## src/rtl/hirq_pkg.sv

```systemverilog
package hirq_pkg;

    // Register byte offsets; the host-side decoder depends on these.
    localparam int unsigned OFS_COAL = 32'h004;
    localparam int unsigned OFS_STAT = 32'h008;
    localparam int unsigned OFS_MASK = 32'h00C;
    localparam int unsigned OFS_DMA  = 32'h010;

    // Main status bits that hardware events may set.
    localparam logic [31:0] MAIN_EVT_BITS = 32'h1600_00CB;

    // DMA status groups.
    localparam logic [31:0] DMA_RX_GRP  = 32'h4007_0000;
    localparam logic [31:0] DMA_TX_GRP  = 32'h0000_0043;
    localparam logic [31:0] DMA_ERR_GRP = 32'h8000_0000;
    localparam logic [31:0] DMA_BITS    = DMA_RX_GRP | DMA_TX_GRP | DMA_ERR_GRP;

    // Summary positions in main status and the bypass bit in DMA status.
    localparam int SUM_RX   = 31;
    localparam int SUM_ERR  = 29;
    localparam int SUM_TX   = 27;
    localparam int HIPRI_RX = 30;

    typedef enum logic [1:0] {
        ST_IDLE = 2'd0,
        ST_HOLD = 2'd1,
        ST_FIRE = 2'd2
    } irq_state_t;

endpackage

```

## src/rtl/hirq_w1c_bank.sv

```systemverilog
module hirq_w1c_bank #(
    parameter int          W    = 32,
    parameter logic [31:0] IMPL = 32'hFFFF_FFFF
) (
    input  logic         clk,
    input  logic         rst_n,
    input  logic [W-1:0] set_i,
    input  logic [W-1:0] clr_i,
    output logic [W-1:0] q_o
);

    for (genvar i = 0; i < W; i++) begin : g_bit
        if (IMPL[i]) begin : g_ff
            logic bit_q;
            always_ff @(posedge clk or negedge rst_n) begin
                if (!rst_n) begin
                    bit_q <= 1'b0;
                end else begin
                    // set dominates a simultaneous clear
                    bit_q <= (bit_q & ~clr_i[i]) | set_i[i];
                end
            end
            assign q_o[i] = bit_q;
        end else begin : g_tie
            logic unused_in;
            assign unused_in = set_i[i] ^ clr_i[i];
            assign q_o[i]    = 1'b0;
        end
    end

endmodule

```

## src/rtl/hirq_coal_fsm.sv

```systemverilog
module hirq_coal_fsm
    import hirq_pkg::*;
#(
    parameter int COAL_W      = 8,
    parameter int UNIT_CYCLES = 3200
) (
    input  logic              clk,
    input  logic              rst_n,
    input  logic              pending_i,
    input  logic              bypass_i,
    input  logic [COAL_W-1:0] coal_i,
    output irq_state_t        state_o,
    output logic              irq_o
);

    localparam int UW = (UNIT_CYCLES > 1) ? $clog2(UNIT_CYCLES) : 1;

    irq_state_t        state_q, state_d;
    logic [UW-1:0]     cyc_q;
    logic [COAL_W-1:0] units_q;
    logic              unit_end, last_unit, expire;

    assign unit_end  = (cyc_q == UW'(UNIT_CYCLES - 1));
    assign last_unit = ({1'b0, units_q} + 1'b1) >= {1'b0, coal_i};
    assign expire    = unit_end && last_unit;

    // state register
    always_ff @(posedge clk or negedge rst_n) begin
        if (!rst_n) state_q <= ST_IDLE;
        else        state_q <= state_d;
    end

    // next state
    always_comb begin
        state_d = state_q;
        unique case (state_q)
            ST_IDLE: begin
                if (pending_i)
                    state_d = (bypass_i || coal_i == '0) ? ST_FIRE : ST_HOLD;
            end
            ST_HOLD: begin
                if (!pending_i)               state_d = ST_IDLE;
                else if (bypass_i || expire)  state_d = ST_FIRE;
            end
            ST_FIRE: begin
                if (!pending_i) state_d = ST_IDLE;
            end
            default: state_d = ST_IDLE;
        endcase
    end

    // coalescing timer: runs only in HOLD, parked at zero elsewhere
    always_ff @(posedge clk or negedge rst_n) begin
        if (!rst_n) begin
            cyc_q   <= '0;
            units_q <= '0;
        end else if (state_q != ST_HOLD) begin
            cyc_q   <= '0;
            units_q <= '0;
        end else if (unit_end) begin
            cyc_q   <= '0;
            units_q <= units_q + 1'b1;
        end else begin
            cyc_q   <= cyc_q + 1'b1;
        end
    end

    // outputs
    always_comb begin
        irq_o   = (state_q == ST_FIRE);
        state_o = state_q;
    end

endmodule

```

## src/rtl/host_irq_coalescer.sv

```systemverilog
module host_irq_coalescer
    import hirq_pkg::*;
#(
    parameter int ADDR_W      = 12,
    parameter int COAL_W      = 8,
    parameter int UNIT_CYCLES = 3200
) (
    input  logic              clk,
    input  logic              rst_n,
    input  logic [31:0]       evt_main_i,
    input  logic [31:0]       evt_dma_i,
    input  logic              reg_we_i,
    input  logic [ADDR_W-1:0] reg_addr_i,
    input  logic [31:0]       reg_wdata_i,
    output logic [31:0]       reg_rdata_o,
    output logic              irq_o
);

    localparam logic [ADDR_W-1:0] A_COAL = ADDR_W'(OFS_COAL);
    localparam logic [ADDR_W-1:0] A_STAT = ADDR_W'(OFS_STAT);
    localparam logic [ADDR_W-1:0] A_MASK = ADDR_W'(OFS_MASK);
    localparam logic [ADDR_W-1:0] A_DMA  = ADDR_W'(OFS_DMA);

    logic [31:0]       main_raw, dma_raw, main_view;
    logic [31:0]       main_clr, dma_clr;
    logic [31:0]       mask_q;
    logic [COAL_W-1:0] coal_q;
    logic              pending, bypass;
    irq_state_t        fsm_state;

    assign main_clr = (reg_we_i && reg_addr_i == A_STAT) ? reg_wdata_i : '0;
    assign dma_clr  = (reg_we_i && reg_addr_i == A_DMA)  ? reg_wdata_i : '0;

    hirq_w1c_bank #(.W(32), .IMPL(MAIN_EVT_BITS)) u_main_bank (
        .clk   (clk),
        .rst_n (rst_n),
        .set_i (evt_main_i),
        .clr_i (main_clr),
        .q_o   (main_raw)
    );

    hirq_w1c_bank #(.W(32), .IMPL(DMA_BITS)) u_dma_bank (
        .clk   (clk),
        .rst_n (rst_n),
        .set_i (evt_dma_i),
        .clr_i (dma_clr),
        .q_o   (dma_raw)
    );

    // roll DMA groups up into the main view
    always_comb begin
        main_view          = main_raw;
        main_view[SUM_RX]  = |(dma_raw & DMA_RX_GRP);
        main_view[SUM_ERR] = |(dma_raw & DMA_ERR_GRP);
        main_view[SUM_TX]  = |(dma_raw & DMA_TX_GRP);
    end

    always_ff @(posedge clk or negedge rst_n) begin
        if (!rst_n) begin
            mask_q <= '0;
            coal_q <= '0;
        end else if (reg_we_i) begin
            if (reg_addr_i == A_MASK) mask_q <= reg_wdata_i;
            if (reg_addr_i == A_COAL) coal_q <= reg_wdata_i[COAL_W-1:0];
        end
    end

    assign pending = |(main_view & mask_q);
    assign bypass  = dma_raw[HIPRI_RX] & mask_q[SUM_RX];

    hirq_coal_fsm #(.COAL_W(COAL_W), .UNIT_CYCLES(UNIT_CYCLES)) u_fsm (
        .clk       (clk),
        .rst_n     (rst_n),
        .pending_i (pending),
        .bypass_i  (bypass),
        .coal_i    (coal_q),
        .state_o   (fsm_state),
        .irq_o     (irq_o)
    );

    always_comb begin
        unique case (reg_addr_i)
            A_COAL:  reg_rdata_o = {{(32 - COAL_W){1'b0}}, coal_q};
            A_STAT:  reg_rdata_o = main_view;
            A_MASK:  reg_rdata_o = mask_q;
            A_DMA:   reg_rdata_o = dma_raw;
            default: reg_rdata_o = '0;
        endcase
    end

endmodule

```

## config.mk

```make
export PLATFORM = sky130hd
export DESIGN_NAME = host_irq_coalescer
export DESIGN_NICKNAME = d
export VERILOG_FILES = /design/src/rtl/hirq_pkg.sv /design/src/rtl/hirq_w1c_bank.sv /design/src/rtl/hirq_coal_fsm.sv /design/src/rtl/host_irq_coalescer.sv
export SDC_FILE = /design/constraint.sdc
export NUM_CORES = 1
export LEC_CHECK = 0
export BUFFER_PORTS_ARGS = -buffer_cell sky130_fd_sc_hd__buf_2
export CORE_MARGIN = 5
export CORE_UTILIZATION = 32
export CTS_BUF_LIST = sky130_fd_sc_hd__clkbuf_4 sky130_fd_sc_hd__clkbuf_8
export DETAILED_ROUTE_END_ITERATION = 6
export HOLD_SLACK_MARGIN = 0.06
export PLACE_DENSITY = 0.64
export SLEW_MARGIN = 20
export SYNTH_ARGS = -nofsm -noshare
export SYNTH_HDL_FRONTEND = slang
export SYNTH_SLANG_ARGS = --single-unit
```

## constraint.sdc

```tcl
create_clock -name clk -period 2.26 [get_ports clk]
set_clock_uncertainty 0.2 [all_clocks]
set_input_delay 0.113 -clock clk [delete_from_list [all_inputs] [get_ports clk]]
set_output_delay 0.113 -clock clk [all_outputs]
set_load 0.01 [all_outputs]
```

Word level (Yosys, flattened, before mapping). Cells that the tools add are included.

Bits in registers: 78. Input port bits: 111. Output and inout port bits: 33. Word-level logic and storage cells: 113.

Add/subtract/negate cells: 3. Magnitude comparators: 1. Eq/ne operators: 11. Mux-type cells: 13. Bitwise operators: 50. Reduce and logical (&&, ||, !) cells: 14.

Operators by type and width (count): $pmux 32 s4 (1); $and 32x32->32 (1); $mux 32 (1); $reduce_or 32->1 (1); $mux 29 (1); $eq 12x4->1 const B (2); $mux 12 (2); $and 1x1->1 (17); $mux 8 (2); $not 1->1 (16); $or 1x1->1 (16); $add 12x1->12 const B (1); $eq 12x12->1 const B (1); $eq 12x3->1 const B (1); $eq 12x5->1 const B (1); $mux 2 (5); $add 8x1->9 const B (1); $ge 9x8->1 (1); $add 8x1->8 const B (1); $logic_not 8->1 (1); $pmux 2 s3 (1); $ne 2x1->1 const B (2); $reduce_and 2->1 (2); $reduce_or 4->1 (1); 10 further kinds (13).

Longest topological paths before layout.
Depth in word-level cells: 7. Mapped depth: 10.

Modules after synthesis. From an unflattened synthesis, not the netlist that was laid out.

Cells, all modules: 562. Area total of the unflattened synthesis: 5441.5 µm².

By module, submodules not included: host_irq_coalescer (times used 1, cells each 296, area each 3006.6 µm²); hirq_coal_fsm (times used 1, cells each 152, area each 1366.3 µm²); hirq_w1c_bank (times used 2, cells each 57, area each 534.3 µm²).

Worst setup path before layout. Ideal clock, no wire load.

Path kind: flip-flop to flip-flop. Start point: register u_fsm.units_q[0]. End point: register u_fsm.state_q[1] (netlist: u_fsm.state_o[1]). Library setup time: 0.123 ns. Arrival: 1.896 ns. Path slack: 0.041 ns. Stages on the path, launching flop included: 11. Clock period less this slack: 2.219 ns. Path through: dfrtp_1 -> ha_1 -> nand3_1 -> nor2_1 -> xor2_1 -> ha_1 -> a21oi_1 -> o21ai_0 -> nand2_1 -> a31oi_1 -> o221a_2.

Longest elaborated chain between the ends: 6.

Ends and longest elaborated chain: start, declared (line hirq_coal_fsm.sv:20) `logic [COAL_W-1:0] units_q;`; start signal, assigned (line hirq_coal_fsm.sv:62) `units_q <= units_q + 1'b1;`; $add 8x1->9 (line hirq_coal_fsm.sv:24) `assign last_unit = ({1'b0, units_q} + 1'b1) >= {1'b0, coal_i};`; $ge 9x8->1 (line hirq_coal_fsm.sv:24); $logic_and 1x1->1 (line hirq_coal_fsm.sv:25) `assign expire = unit_end && last_unit;`; $logic_or 1x1->1 (line hirq_coal_fsm.sv:43) `else if (bypass_i || expire) state_d = ST_FIRE;`; $ne 3x3->1 (no line); $reduce_and 3->1 (no line); end signal, assigned (line hirq_coal_fsm.sv:30) `else state_q <= state_d;`; end, declared (line hirq_coal_fsm.sv:18) `irq_state_t state_q, state_d;`.

Every way passes these cells. A chain may end at the register's enable or synchronous reset.

Worst setup path in the final report. Ends and elaborated chain as after synthesis.

==> summary.txt <==
Run status
  • Outcome: complete, no violations

STA
  • Final setup violation count: 0
  • Fin Setup TNS: 0 ns
  • RSZ-0062 raised after global routing: yes
  • Slew HR: 0.6935
  • Fin crit period: 2.192 ns
  • Slack of the critical path: 0.06783 ns
  • Max Freq: 456.2 MHz
  • Measured slew at the worst slew-check pin: 0.4598 ns
  • Period utilization: 0.9700
  • Final Hold Fails: 0
  • Slew Viols, Final: 0

Cells and area
  • FILL cells: 1150
  • P&R area growth vs syn: 41.90%
  • Footprint of the multi-input gates: 2043 sq um
  • Non-Filler Instances: 710
  • ANT cells: 0
  • Finished Core Util: 0.4619
  • Most common library cell in the layout ignoring fill and taps: buf_2
  • Most frequent cells in the layout: buf_2 (94), dfrtp_1 (77), dlygate4sd3_1 (65), nand2_1 (39), mux2_4 (30)
  • Reg area: 1953 sq um
  • # nets final: 654
  • Fraction of layout cells with a size suffix above 1: 0.3625

CTS
  • CTS HTree Levels: 3
  • Clock Sinks: 78
  • Skew-Pair Late Insertion Delay: 0.36 ns
  • CTS root buf: clkbuf_8
  • CTS max path bufs: 2
  • Clock transition at path regs: 0.08 ns
  • CTS buffer count: 9
  • CTS tree: done

Worst setup path
  • CP max FO: 3
  • Reg2reg start: u_fsm.units_q[0]$_DFFE_PN0P_
  • CP Capture Type: flop
  • Reg2Reg Depth: 9
  • R2r setup slk: 0.07 ns
  • R2R Path End: u_fsm.state_o[1]$_DFFE_PN0P_
  • CP arrival: 2.29 ns
  • CP Class: flop to flop
  • Startpoint types: flop
  • WP data required: 2.36 ns

Power
  • Switching portion of total power: 0.2172
  • Sw power: 0.6056 mW
  • Pint: 2.182 mW
  • Pwr Total: 2.788 mW
  • Combinational share of power: 0.074
  • Reg power frac: 0.503
  • Leakage: 2.824 nW
  • Power Dens Cells: 480.2 nW/um^2
  • Worst VDD drop: 377.6 uV
  • Clock network fraction of design power: 0.423

Floorplanning
  • Die area: 15150 sq um
  • Row cnt: 41
  • Starting density of the core: 0.3255
  • Die H: 123.1 um
  • Core area: 12570 sq um
  • Chip width: 123.1 um
  • # IOs: 144

Drt
  • Drt wl/cell: 15.49 um
  • Post-Route WL: 11000 um
  • Post-route ant nets: 0
  • Drt initial violations: 158
  • Via count: 3344
  • Drt drc: 0
  • TritonRoute pass-1 iters: 5
  • DR vias/cell: 4.710

Placement
  • Gp weighted congestion: 0.7695
  • Post-DP HPWL: 7545 um
  • Setup WS pre-CTS: -0.01091 ns
  • IO buf count: 95
  • Inst Count DP: 622

Synth
  • Post-Syn Area per Cell: 11.69 sq um
  • Yosys reg bits: 78
  • Mapped Cells: 350
  • Yosys cell types: 45
  • Number of flops mapped to enable cells by yosys: 0
  • Synthesized area: 4091 sq um
  • Top FF cell, synth: dfrtp_1
  • Synth top area cells: dfrtp_1 (48%), mux2_4 (11%), xor2_1 (3.9%)
  • Async SR Flop Fraction: 1.000
  • Sequential-to-total area share from yosys stat: 0.4771
  • Yosys warnings: 0
  • Synth top area share: 0.4771
  • Yosys top cell by area: dfrtp_1
  • Post-Syn Nets: 471

Global routing
  • Largest net degree at the start of global routing: 49
  • Number of global-route vias before repair: 3685
  • Global-route wire length before repair: 17810 um
  • Grt total ovfl: 0
  • Overall Global Routing Usage: 0.1528
  • Antenna violations before repair: 0

Flow run
  • Max Cap Violations: 0

Hold path
  • Min-Delay Path Class: primary input to async pin
[timing repair]
action,CTS,global route
endpoints found under the hold margin,134,0
hold buffers,66,0
resized for setup,1,6
setup endpoints to repair,1,10
pin swaps,0,4
setup buffers,1,5
[metal layers]
layer	global-route usage	share of wire
met5	0	0
met4	0.06436	0.028
met3	0.04300	0.053
met2	0.2685	0.50
met1	0.1740	0.42
[layout make-up]
class | count | share of cell area
multi-input cells | 249 | 0.3519
flip-flops and latches | 78 | 0.3364
repair buffers | 182 | 0.2272
well taps | 172 | 0.03707
clock buffers | 11 | 0.02500
clock inverters | 5 | 0.01401
inverters | 13 | 0.008405
[synthesized netlist by cell type (2+ instances only)]
cell type	number
a21o_1	16
a21oi_1	6
a222oi_1	4
a22o_1	11
a22oi_1	9
a31oi_1	2
and2_1	14
and3_1	5
and4_1	2
buf_2	3
buf_6	3
clkbuf_1	3
dfrtp_1	78
ha_1	10
inv_1	13
mux2_2	10
mux2_4	30
mux2i_1	2
nand2_1	39
nand2b_1	3
nand3_1	9
nand4_1	3
nor2_1	22
nor2b_1	2
nor3_2	5
nor4_1	3
nor4_4	3
o21ai_0	2
xnor2_1	5
xor2_1	18
[cell families (layout without fill, tap and decap cells)]
family                     after synthesis  after routing  synth area share
and+or+nand+nor                        122            122            0.1755
DFF                                     78             78            0.4771
AOI/OAI and AO/OA                       52             52           0.09664
muxes                                   42             42            0.1425
xor gates and xnor gates                23             23           0.04923
buffers and inverters                   23            211           0.02844
adders and majority gates               10             10           0.03058
[per-stage QoR]
stage,instance area (sq um),hold WS [ns]
global placement,4848,-0.1317
finish,5806,0.09284
floorplan,4091,-0.3826
CTS,5756,0.07317
global route,5806,0.08301
detailed placement,4848,-0.1213
[flip-flops by register name (all words and copies together) (netlist names)]
name / count
u_dma_bank.g_bit.g_ff.bit_q: 8
u_fsm.units_q: 8
mask_q: 32
u_main_bank.g_bit.g_ff.bit_q: 8
u_fsm.cyc_q: 12
coal_q: 8
u_fsm.state_o: 2
[power groups by stage]
stage | Combinational, mW | Sequential [mW] | Clock [mW]
after CTS | 0.207 | 1.40 | 1.21
final | 0.207 | 1.40 | 1.18
after floorplan | 0.0288 | 1.43 | 0
after global placement | 0.131 | 1.43 | 0
after detailed placement | 0.136 | 1.43 | 0
after global routing | 0.227 | 1.40 | 1.27
[worst max-delay path by stage]
| stage | startpoint | to | slack [ns] |
|---|---|---|---|
| 6_report | u_fsm.units_q[0]$_DFFE_PN0P_ | u_fsm.state_o[1]$_DFFE_PN0P_ | 0.07 |
| 3_3_place_gp | u_fsm.units_q[1]$_DFFE_PN0P_ | u_fsm.state_o[1]$_DFFE_PN0P_ | 0.04 |
| 5_1_grt | u_fsm.units_q[0]$_DFFE_PN0P_ | u_fsm.state_o[1]$_DFFE_PN0P_ | -0.04 |
| 4_1_cts | u_fsm.units_q[0]$_DFFE_PN0P_ | u_fsm.state_o[1]$_DFFE_PN0P_ | 0.02 |
| 3_5_place_dp | u_fsm.units_q[1]$_DFFE_PN0P_ | u_fsm.state_o[1]$_DFFE_PN0P_ | -0.01 |
| 2_1_floorplan | u_fsm.units_q[0]$_DFFE_PN0P_ | u_fsm.state_o[1]$_DFFE_PN0P_ | 0.04 |
[critical path, cell delays in order, from the launching register on]
cell     delay, ns
dfrtp_1       0.41
ha_1          0.23
buf_4         0.14
xor2_1        0.15
ha_1          0.30
nand2_1       0.05
o21ai_1       0.12
nand3_1       0.10
a31oi_1       0.22
o221a_2       0.21
Power figures use the tool's default switching activity.
